`config.mk`:
```
export PLATFORM = sky130hd
export DESIGN_NAME = simd_sat_adder
export DESIGN_NICKNAME = d
export VERILOG_FILES = /design/src/rtl/simd_pkg.sv /design/src/rtl/simd_lane_add.sv /design/src/rtl/simd_lane_bank.sv /design/src/rtl/simd_sat_adder.sv
export SDC_FILE = /design/constraint.sdc
export NUM_CORES = 1
export LEC_CHECK = 0
export BUFFER_PORTS_ARGS = -buffer_cell sky130_fd_sc_hd__buf_2
export CAP_MARGIN = 20
export CORE_ASPECT_RATIO = 1.4
export CORE_UTILIZATION = 30
export CTS_CLUSTER_DIAMETER = 80
export DETAILED_ROUTE_END_ITERATION = 7
export GPL_TIMING_DRIVEN = 1
export PLACE_DENSITY = 0.49
export SKIP_LAST_GASP = 1
export SLEW_MARGIN = 20
export SYNTH_ARGS = -nofsm -noshare
export SYNTH_HDL_FRONTEND = slang
export SYNTH_SLANG_ARGS = --single-unit
```
`constraint.sdc`:
```
create_clock -name clk -period 1.65 [get_ports clk]
set_input_delay 0.2475 -clock clk [delete_from_list [all_inputs] [get_ports clk]]
set_output_delay 0.2475 -clock clk [all_outputs]
set_load 0.01 [all_outputs]
```
`src/rtl/simd_pkg.sv`:
```
package simd_pkg;
  typedef enum logic [1:0] {
    LANE_8  = 2'd0,
    LANE_16 = 2'd1,
    LANE_32 = 2'd2,
    LANE_32B = 2'd3
  } lane_sel_e;

  typedef enum logic [1:0] {
    MODE_WRAP  = 2'd0,
    MODE_USAT  = 2'd1,
    MODE_SSAT  = 2'd2,
    MODE_WRAPB = 2'd3
  } add_mode_e;
endpackage

```
`src/rtl/simd_lane_add.sv`:
```
module simd_lane_add #(
  parameter int W = 8
) (
  input  logic [W-1:0]        a,
  input  logic [W-1:0]        b,
  input  simd_pkg::add_mode_e mode,
  output logic [W-1:0]        y,
  output logic                sat
);
  import simd_pkg::*;

  localparam logic [W-1:0] UMAX = {W{1'b1}};
  localparam logic [W-1:0] SMAX = {1'b0, {(W-1){1'b1}}};
  localparam logic [W-1:0] SMIN = {1'b1, {(W-1){1'b0}}};

  logic [W:0]   ext;
  logic         carry;
  logic         sovf;
  logic [W-1:0] low;

  always_comb begin
    ext   = {1'b0, a} + {1'b0, b};
    low   = ext[W-1:0];
    carry = ext[W];
    sovf  = (a[W-1] == b[W-1]) && (low[W-1] != a[W-1]);
    y     = low;
    sat   = 1'b0;
    unique case (mode)
      MODE_USAT: if (carry) begin
        y   = UMAX;
        sat = 1'b1;
      end
      MODE_SSAT: if (sovf) begin
        y   = a[W-1] ? SMIN : SMAX;
        sat = 1'b1;
      end
      default: ;
    endcase
  end

  // an unsigned clamped sum never falls below either operand
  always_comb begin
    if (mode == MODE_USAT) begin
      a_r3_usat_floor: assert (y >= a && y >= b);
    end
  end

  // wrap modes never raise a clamp flag
  always_comb begin
    if (mode == MODE_WRAP || mode == MODE_WRAPB) begin
      a_r4_wrap_noflag: assert (!sat);
    end
  end
endmodule

```
`src/rtl/simd_lane_bank.sv`:
```
module simd_lane_bank #(
  parameter int DATA_W = 64,
  parameter int LANE_W = 8
) (
  input  logic [DATA_W-1:0]      a,
  input  logic [DATA_W-1:0]      b,
  input  simd_pkg::add_mode_e    mode,
  output logic [DATA_W-1:0]      y,
  output logic [DATA_W/8-1:0]    sat_bytes
);
  localparam int LANES    = DATA_W / LANE_W;
  localparam int BYTES_PL = LANE_W / 8;

  for (genvar k = 0; k < LANES; k++) begin : g_lane
    logic lane_sat;
    simd_lane_add #(.W(LANE_W)) u_add (
      .a    (a[k*LANE_W +: LANE_W]),
      .b    (b[k*LANE_W +: LANE_W]),
      .mode (mode),
      .y    (y[k*LANE_W +: LANE_W]),
      .sat  (lane_sat)
    );
    assign sat_bytes[k*BYTES_PL +: BYTES_PL] = {BYTES_PL{lane_sat}};
  end
endmodule

```
`src/rtl/simd_sat_adder.sv`:
```
module simd_sat_adder #(
  parameter int DATA_W = 64
) (
  input  logic              clk,
  input  logic              rst_n,
  input  logic              in_valid,
  output logic              in_ready,
  input  logic [DATA_W-1:0] in_a,
  input  logic [DATA_W-1:0] in_b,
  input  logic [1:0]        lane_sel,
  input  logic [1:0]        op_mode,
  output logic              out_valid,
  input  logic              out_ready,
  output logic [DATA_W-1:0] out_data,
  output logic [DATA_W/8-1:0] out_sat
);
  import simd_pkg::*;

  localparam int NBYTES = DATA_W / 8;

  add_mode_e mode_e;
  lane_sel_e size_e;
  assign mode_e = add_mode_e'(op_mode);
  assign size_e = lane_sel_e'(lane_sel);

  logic [DATA_W-1:0] y8, y16, y32;
  logic [NBYTES-1:0] s8, s16, s32;

  simd_lane_bank #(.DATA_W(DATA_W), .LANE_W(8)) u_bank8 (
    .a(in_a), .b(in_b), .mode(mode_e), .y(y8), .sat_bytes(s8));
  simd_lane_bank #(.DATA_W(DATA_W), .LANE_W(16)) u_bank16 (
    .a(in_a), .b(in_b), .mode(mode_e), .y(y16), .sat_bytes(s16));
  simd_lane_bank #(.DATA_W(DATA_W), .LANE_W(32)) u_bank32 (
    .a(in_a), .b(in_b), .mode(mode_e), .y(y32), .sat_bytes(s32));

  logic [DATA_W-1:0] sel_y;
  logic [NBYTES-1:0] sel_s;

  always_comb begin
    unique case (size_e)
      LANE_8:  begin sel_y = y8;  sel_s = s8;  end
      LANE_16: begin sel_y = y16; sel_s = s16; end
      default: begin sel_y = y32; sel_s = s32; end
    endcase
  end

  logic       take;
  logic [1:0] size_q;
  logic [1:0] mode_q;

  assign in_ready = !out_valid || out_ready;
  assign take     = in_valid && in_ready;

  always_ff @(posedge clk or negedge rst_n) begin
    if (!rst_n) begin
      out_valid <= 1'b0;
      out_data  <= '0;
      out_sat   <= '0;
      size_q    <= '0;
      mode_q    <= '0;
    end else if (take) begin
      out_valid <= 1'b1;
      out_data  <= sel_y;
      out_sat   <= sel_s;
      size_q    <= lane_sel;
      mode_q    <= op_mode;
    end else if (out_ready) begin
      out_valid <= 1'b0;
    end
  end

  // an accepted beat is presented on the next cycle
  a_r7_latency: assert property (@(posedge clk) disable iff (!rst_n)
    take |=> out_valid);

  // a stalled result holds still
  a_r8_hold: assert property (@(posedge clk) disable iff (!rst_n)
    (out_valid && !out_ready) |=> (out_valid && $stable(out_data) && $stable(out_sat)));

  // wide lanes report the same flag on every byte they cover
  a_r6_flag_pairs: assert property (@(posedge clk) disable iff (!rst_n)
    (out_valid && size_q != 2'd0) |->
      (out_sat[0] == out_sat[1] && out_sat[2] == out_sat[3] &&
       out_sat[4] == out_sat[5] && out_sat[6] == out_sat[7]));

  // a wrapped result carries no clamp flags
  a_r4_wrap_flags: assert property (@(posedge clk) disable iff (!rst_n)
    (out_valid && (mode_q == 2'd0 || mode_q == 2'd3)) |-> (out_sat == '0));
endmodule

```
# ---- After elaboration in Yosys (flattened, before gate mapping)
# Index checks and enable logic that the tools add are counted.
dict set report word_totals {
  elab_cells 163
  reg_bits 73
  output_inout_bits 74
  inputBits 136
}
dict set report op_classes {
  n_reduce_logical 19
  n_eq_ne 25
  muxes 102
  add_sub_neg 14
}
# op n
set op_table {}
lappend op_table {{16-bit 2-to-1 mux} 12}
lappend op_table {{32-bit 2-to-1 mux} 6}
lappend op_table {{8-bit 2-to-1 mux} 24}
lappend op_table {{8-bit one-hot mux with 2 select lines} 9}
lappend op_table {{16-bit one-hot mux with 2 select lines} 4}
lappend op_table {{32-bit one-hot mux with 2 select lines} 2}
lappend op_table {{64-bit one-hot mux with 2 select lines} 1}
lappend op_table {{8-bit by 8-bit adder with 9-bit output} 8}
lappend op_table {{16-bit by 16-bit adder with 17-bit output} 4}
lappend op_table {{32-bit by 32-bit adder with 33-bit output} 2}
lappend op_table {{1-bit 2-to-1 mux} 30}
lappend op_table {{1-bit one-hot mux with 2 select lines} 14}
lappend op_table {{1-bit logical AND} 15}
lappend op_table {{1-bit != test} 14}
lappend op_table {{1-bit equality test} 8}
lappend op_table {{2-bit by 1-bit equality test with 1-bit output (second input constant)} 2}
lappend op_table {{2-bit equality test (second input constant)} 1}
lappend op_table {{2-bit logical NOT} 1}
lappend op_table {{2-bit nonzero test} 1}
lappend op_table {{1-bit logical NOT} 1}
lappend op_table {{1-bit logical OR} 1}

# ---- Depth between registers and ports, before layout
dict set report depth {
  word_depth 6
  ltp_mapped 13
  mapped_depth_nobuf 11
}

# ---- By module
# A second synthesis with hierarchy kept.
dict set report unflattened {
  cells_unflattened 2503
  area_unflattened_um2 19859.0
}
# module area_per_inst_um2 instances seq_area_each_um2 cells_per_inst
set modules_own_cells {}
lappend modules_own_cells {{simd_lane_add at u_bank8.g_lane[0].u_add ...} 638.1 8 0.0 85}
lappend modules_own_cells {simd_sat_adder 5056.1 1 1826.8 491}
lappend modules_own_cells {{simd_lane_add at u_bank16.g_lane[0].u_add ...} 1286.2 3 0.0 176}
lappend modules_own_cells {{simd_lane_add at u_bank32.g_lane[0].u_add} 2362.3 1 0.0 318}
lappend modules_own_cells {{simd_lane_add at u_bank32.g_lane[1].u_add} 2165.8 1 0.0 300}
lappend modules_own_cells {{simd_lane_add at u_bank16.g_lane[1].u_add} 1131.1 1 0.0 162}
lappend modules_own_cells {simd_lane_bank 60.1 3 0.0 8}

# ---- Least setup slack after synthesis
# OpenSTA, ideal clock, no wires.
dict set report synth_path {
  path_kind {input to register}
  startpoint {in in_a[0]}
  endpoint {reg out_data[24]}
  setup_slack_ns -1.213
  arrival_time_ns 2.737
  t_required_ns 1.524
  path_stages 10
  path_buffers 0
  setup_ns 0.126
  path_cell_list {ha_1 fa_1 a21o_1 a221oi_2 a21oi_1 o2111ai_1 a211o_2 o311a_4 o21ai_2 o32a_1}
}
dict set report synth_between {
  elab_chain_cells 6
  elab_cells_between_ends 7
  classes_between {1 x add/sub; 1 x eq/ne; 4 x mux; 1 x reduce/logical}
}
# element line_no
set synth_lines {}
lappend synth_lines {{from (decl)} simd_sat_adder.sv:8} ;# input logic [DATA_W-1:0] in_a,
lappend synth_lines {{32-bit by 32-bit adder with 33-bit output (*)} simd_lane_add.sv:22} ;# ext = {1'b0, a} + {1'b0, b};
lappend synth_lines {{1-bit != test} simd_lane_add.sv:25} ;# sovf = (a[W-1] == b[W-1]) && (low[W-1] != a[W-1]);
lappend synth_lines {{1-bit logical AND} simd_lane_add.sv:25}
lappend synth_lines {{32-bit 2-to-1 mux} simd_lane_add.sv:33} ;# MODE_SSAT: if (sovf) begin
lappend synth_lines {{32-bit one-hot mux with 2 select lines (*)} simd_lane_add.sv:28} ;# unique case (mode)
lappend synth_lines {{64-bit one-hot mux with 2 select lines (*)} simd_sat_adder.sv:40} ;# unique case (size_e)
lappend synth_lines {{to (signal assigned)} simd_sat_adder.sv:63} ;# out_data <= sel_y;
lappend synth_lines {{to (decl)} simd_sat_adder.sv:14} ;# output logic [DATA_W-1:0] out_data,
# Every way passes the cells marked *; elsewhere a longest branch is shown, timed or not.
# A chain may end at the register's enable or synchronous reset.

# ---- Final worst setup path
dict set report layout_path {
  startpoint {in in_b[0]}
  endpoint {reg out_data[28]}
}
dict set report layout_between {
  elab_chain_cells 6
  elab_cells_between_ends 7
  classes_between {1 x add/sub; 1 x eq/ne; 4 x mux; 1 x reduce/logical}
}
# element line_no
set layout_lines {}
lappend layout_lines {{from (decl)} simd_sat_adder.sv:9} ;# input logic [DATA_W-1:0] in_b,
lappend layout_lines {{32-bit by 32-bit adder with 33-bit output (*)} simd_lane_add.sv:22}
lappend layout_lines {{1-bit != test} simd_lane_add.sv:25}
lappend layout_lines {{1-bit logical AND} simd_lane_add.sv:25}
lappend layout_lines {{32-bit 2-to-1 mux} simd_lane_add.sv:33}
lappend layout_lines {{32-bit one-hot mux with 2 select lines (*)} simd_lane_add.sv:28}
lappend layout_lines {{64-bit one-hot mux with 2 select lines (*)} simd_sat_adder.sv:40}
# Marks and branches as above.

==> results.txt <==
GPL Wtd Cong: 0.977
Status: complete, but fails checks
Cell variety after synth: 95
CTS Sinks: 73
Routed WL per cell: 20.8 µm
Worst Path Buf+Inv: 1
IO buf count: 209
Worst hold path type: primary input to register
Critical Path RT: 1910 ps
Async SR Flop Fraction: 100%
Nets: 2514
Vias in the first global route: 16.0k
Diode count: 0
CP Cell Sequence: buf_6 -> ha_4 -> fa_2 -> a21o_1 -> a221oi_4 -> a21oi_4 -> o2111ai_4 -> a211o_4 -> o311a_4 -> o21ai_4 -> o32a_1
Seq/Total Area, Yosys: 16.5%
Max Cap Viol: 0
Total power: 13.3 mW
Clock Skews: 16.1 ps
CP Launch Type: primary input
Final worst path period share: 152%
Syn Inst Count: 1549
Commonest cells after routing, fill and taps aside: buf_4, buf_2, nor2_1
Die Ht: 230 µm
Worst path max stage delay: 360 ps
I/O pins: 210
Post-synth EDFFs: 0
RSZ-0062 raised after global routing: yes
Hold slack: 87.0 ps
Crit-path leading delay family: compound AO/OA/AOI/OAI gates
Clock root buffer: clkbuf_16
Critical path capture point type: register
FP Rows: 83
DIE WIDTH: 165 µm
Top_reg_cell synth: dfrtp_1
Synthesized cell area: 11100 µm²
Hold wc startpoint: in_valid
Peak VDD IR: 0.581 mV
Total die area: 37800 µm²
Post-Synthesis Net Count: 1759
Max Root-Sink Buffers: 2
Max Freq: 398 MHz
Final Hold Vio Count: 0
First-pass GRT wire length: 87.8 mm
Vias per cell: 5.60
Initial Utilization: 30.4%
Htree depth: 3
Layout Area Growth over Synthesis: 80.5%
DP Wirelength: 45.6 mm
Worst Setup SP: in_b[0]
Worst-path clk slew: 60 ps
Pre-antenna DRT Iters: 7
Via count: 15.6k
Failing checks: setup timing
Setup violators final: 72
Slew Viols, Final: 0
PnR worst setup slack: -864 ps
Arr. time, crit path: 2780 ps
LEAKAGE: 8.80 nW
Worst-path maximum fanout: 5
Synthesized area per cell: 7.17 µm²
Clock latency at the later pin of the worst-skew pair: 390 ps
Number of synthesized register bits: 73
Initial antenna violation count: 1
Post-Place Setup Slack: -1490 ps
Grt ovf: 0
Residual DRC count: 0
Post-Route WL: 57.6 mm
Gr usage total: 30.3%
WS Path Type: primary input to register
Routed Antenna Nets: 0
DRT iter0 DRCs: 960
Filler cells: 3537
Slowest CP cell: fa_2
Share of cells above drive strength 1: 50.7%
Pwr Density: 662 nW/µm²
Core ar.: 36600 µm²
Num CTS Buffers: 9
Worst r2r src: out_valid
Most common cell after layout, fill and taps aside: buf_4
Slew Limit Headroom: 56.8%
Minimum clock period: 2510 ps
CTS tree: built
Slew @ Worst Pin: 642 ps
Largest net degree at the start of global routing: 74
YS warnings: 0
==> power by group <==
part           internal [mW]  switching, mW
sequential              2.20          0.326
clock                   1.19           1.04
combinational           4.13           4.38
total                   7.52           5.74
==> kinds of logic (layout without fill, tap and decap cells) <==
logic type / count (synthesis) / count (layout) / share of synthesized area, %
and+or+nand+nor: 512 / 512 / 21.8
xor gates and xnor gates: 93 / 93 / 7.34
buffers and inverters: 139 / 898 / 5.46
adders and majority gates: 74 / 74 / 8.88
muxes: 5 / 5 / 0.609
DFF: 73 / 73 / 16.5
AOI/OAI and AO/OA: 653 / 654 / 39.5
==> through the flow <==
step                instance area [µm²]  setup TNS [ps]  instances  util, %
finish                            20000          -49160       2776     54.8
global placement                  17400          -88800       2702     47.5
CTS                               19200          -46960       2756     52.4
global route                      20000          -55350       2776     54.8
floorplan                         11800          -55870       1549        -
detailed placement                17400          -90200       2702     47.5
==> area by class of cell <==
class	count	area (µm²)	share of cell area [%]
repair buffers	839	6330	31.6
flip-flops and latches	73	1830	9.12
clock buffers	9	225	1.12
multi-input cells	1338	10800	54.0
well taps	467	584	2.92
inverters	43	161	0.806
clock inverters	7	78.8	0.393
==> per-layer routing <==
metal	vias to the layer above	share of wire (%)	global-route usage [%]
li1	7367	-	-
met1	7509	38	33.0
met2	510	52	54.9
met3	169	4.1	3.02
met4	2	6.2	19.0
met5	-	0.023	0
==> sequential cells by signal (all words and copies together), names as in the netlist <==
signal / flops
out_valid: 1
out_data: 64
out_sat: 8
==> worst reg2reg max path, delay by kind of cell, from the launching register on <==
family,cells,cell delay (ps)
AO/OA/AOI/OAI,2,310
buffers and inverters,3,520
flip-flops,1,380
AND/OR/NAND/NOR,4,620
==> final timing paths <==
path                                      to  slack [ps]  depth (start not counted)
worst max register to register  out_data[54]        -270                          9
min in group asynchronous       out_data[34]         390                          3
worst max-delay path            out_data[28]        -860                         11
worst min-delay path               out_valid          90                          2
worst min register to register    out_sat[0]         520                          2
max in group asynchronous       out_data[58]         800                          3
==> what timing repair did <==
| item | 4_1_cts | 5_1_grt |
|---|---|---|
| cloned | 1 | 1 |
| pin swaps | 92 | 76 |
| setup buffers | 37 | 20 |
| resized for setup | 219 | 126 |
| setup endpoints to repair | 72 | 72 |
| hold buffers | 1 | 0 |
| hold endpoints to repair | 73 | 0 |
==> synthesized netlist by cell type, drive strengths merged (7+ instances only) <==
master / count / area (µm²)
nor2: 152 / 583
nand4: 32 / 200
xor2: 32 / 280
nand2b: 23 / 144
o21ai: 126 / 634
a41oi: 8 / 70.1
nor3: 34 / 170
ha: 66 / 826
nor2b: 17 / 106
o21bai: 11 / 82.6
xnor2: 61 / 534
nand3: 41 / 205
a211o: 12 / 106
o31ai: 19 / 143
o22ai: 12 / 75.1
a31oi: 51 / 319
clkbuf: 51 / 191
nand2: 151 / 567
buf: 45 / 253
o311ai: 11 / 114
o21a: 15 / 113
o211ai: 27 / 203
dfrtp: 73 / 1830
or3: 7 / 43.8
a21o: 43 / 323
a21oi: 184 / 936
a221oi: 13 / 126
and3: 12 / 80.1
a211oi: 21 / 173
fa: 8 / 160
a21boi: 9 / 71.3
and2: 8 / 50.1
inv: 42 / 158
a22o: 8 / 70.1
or2: 13 / 81.3
No activity file was read; power rests on OpenSTA's default activity.
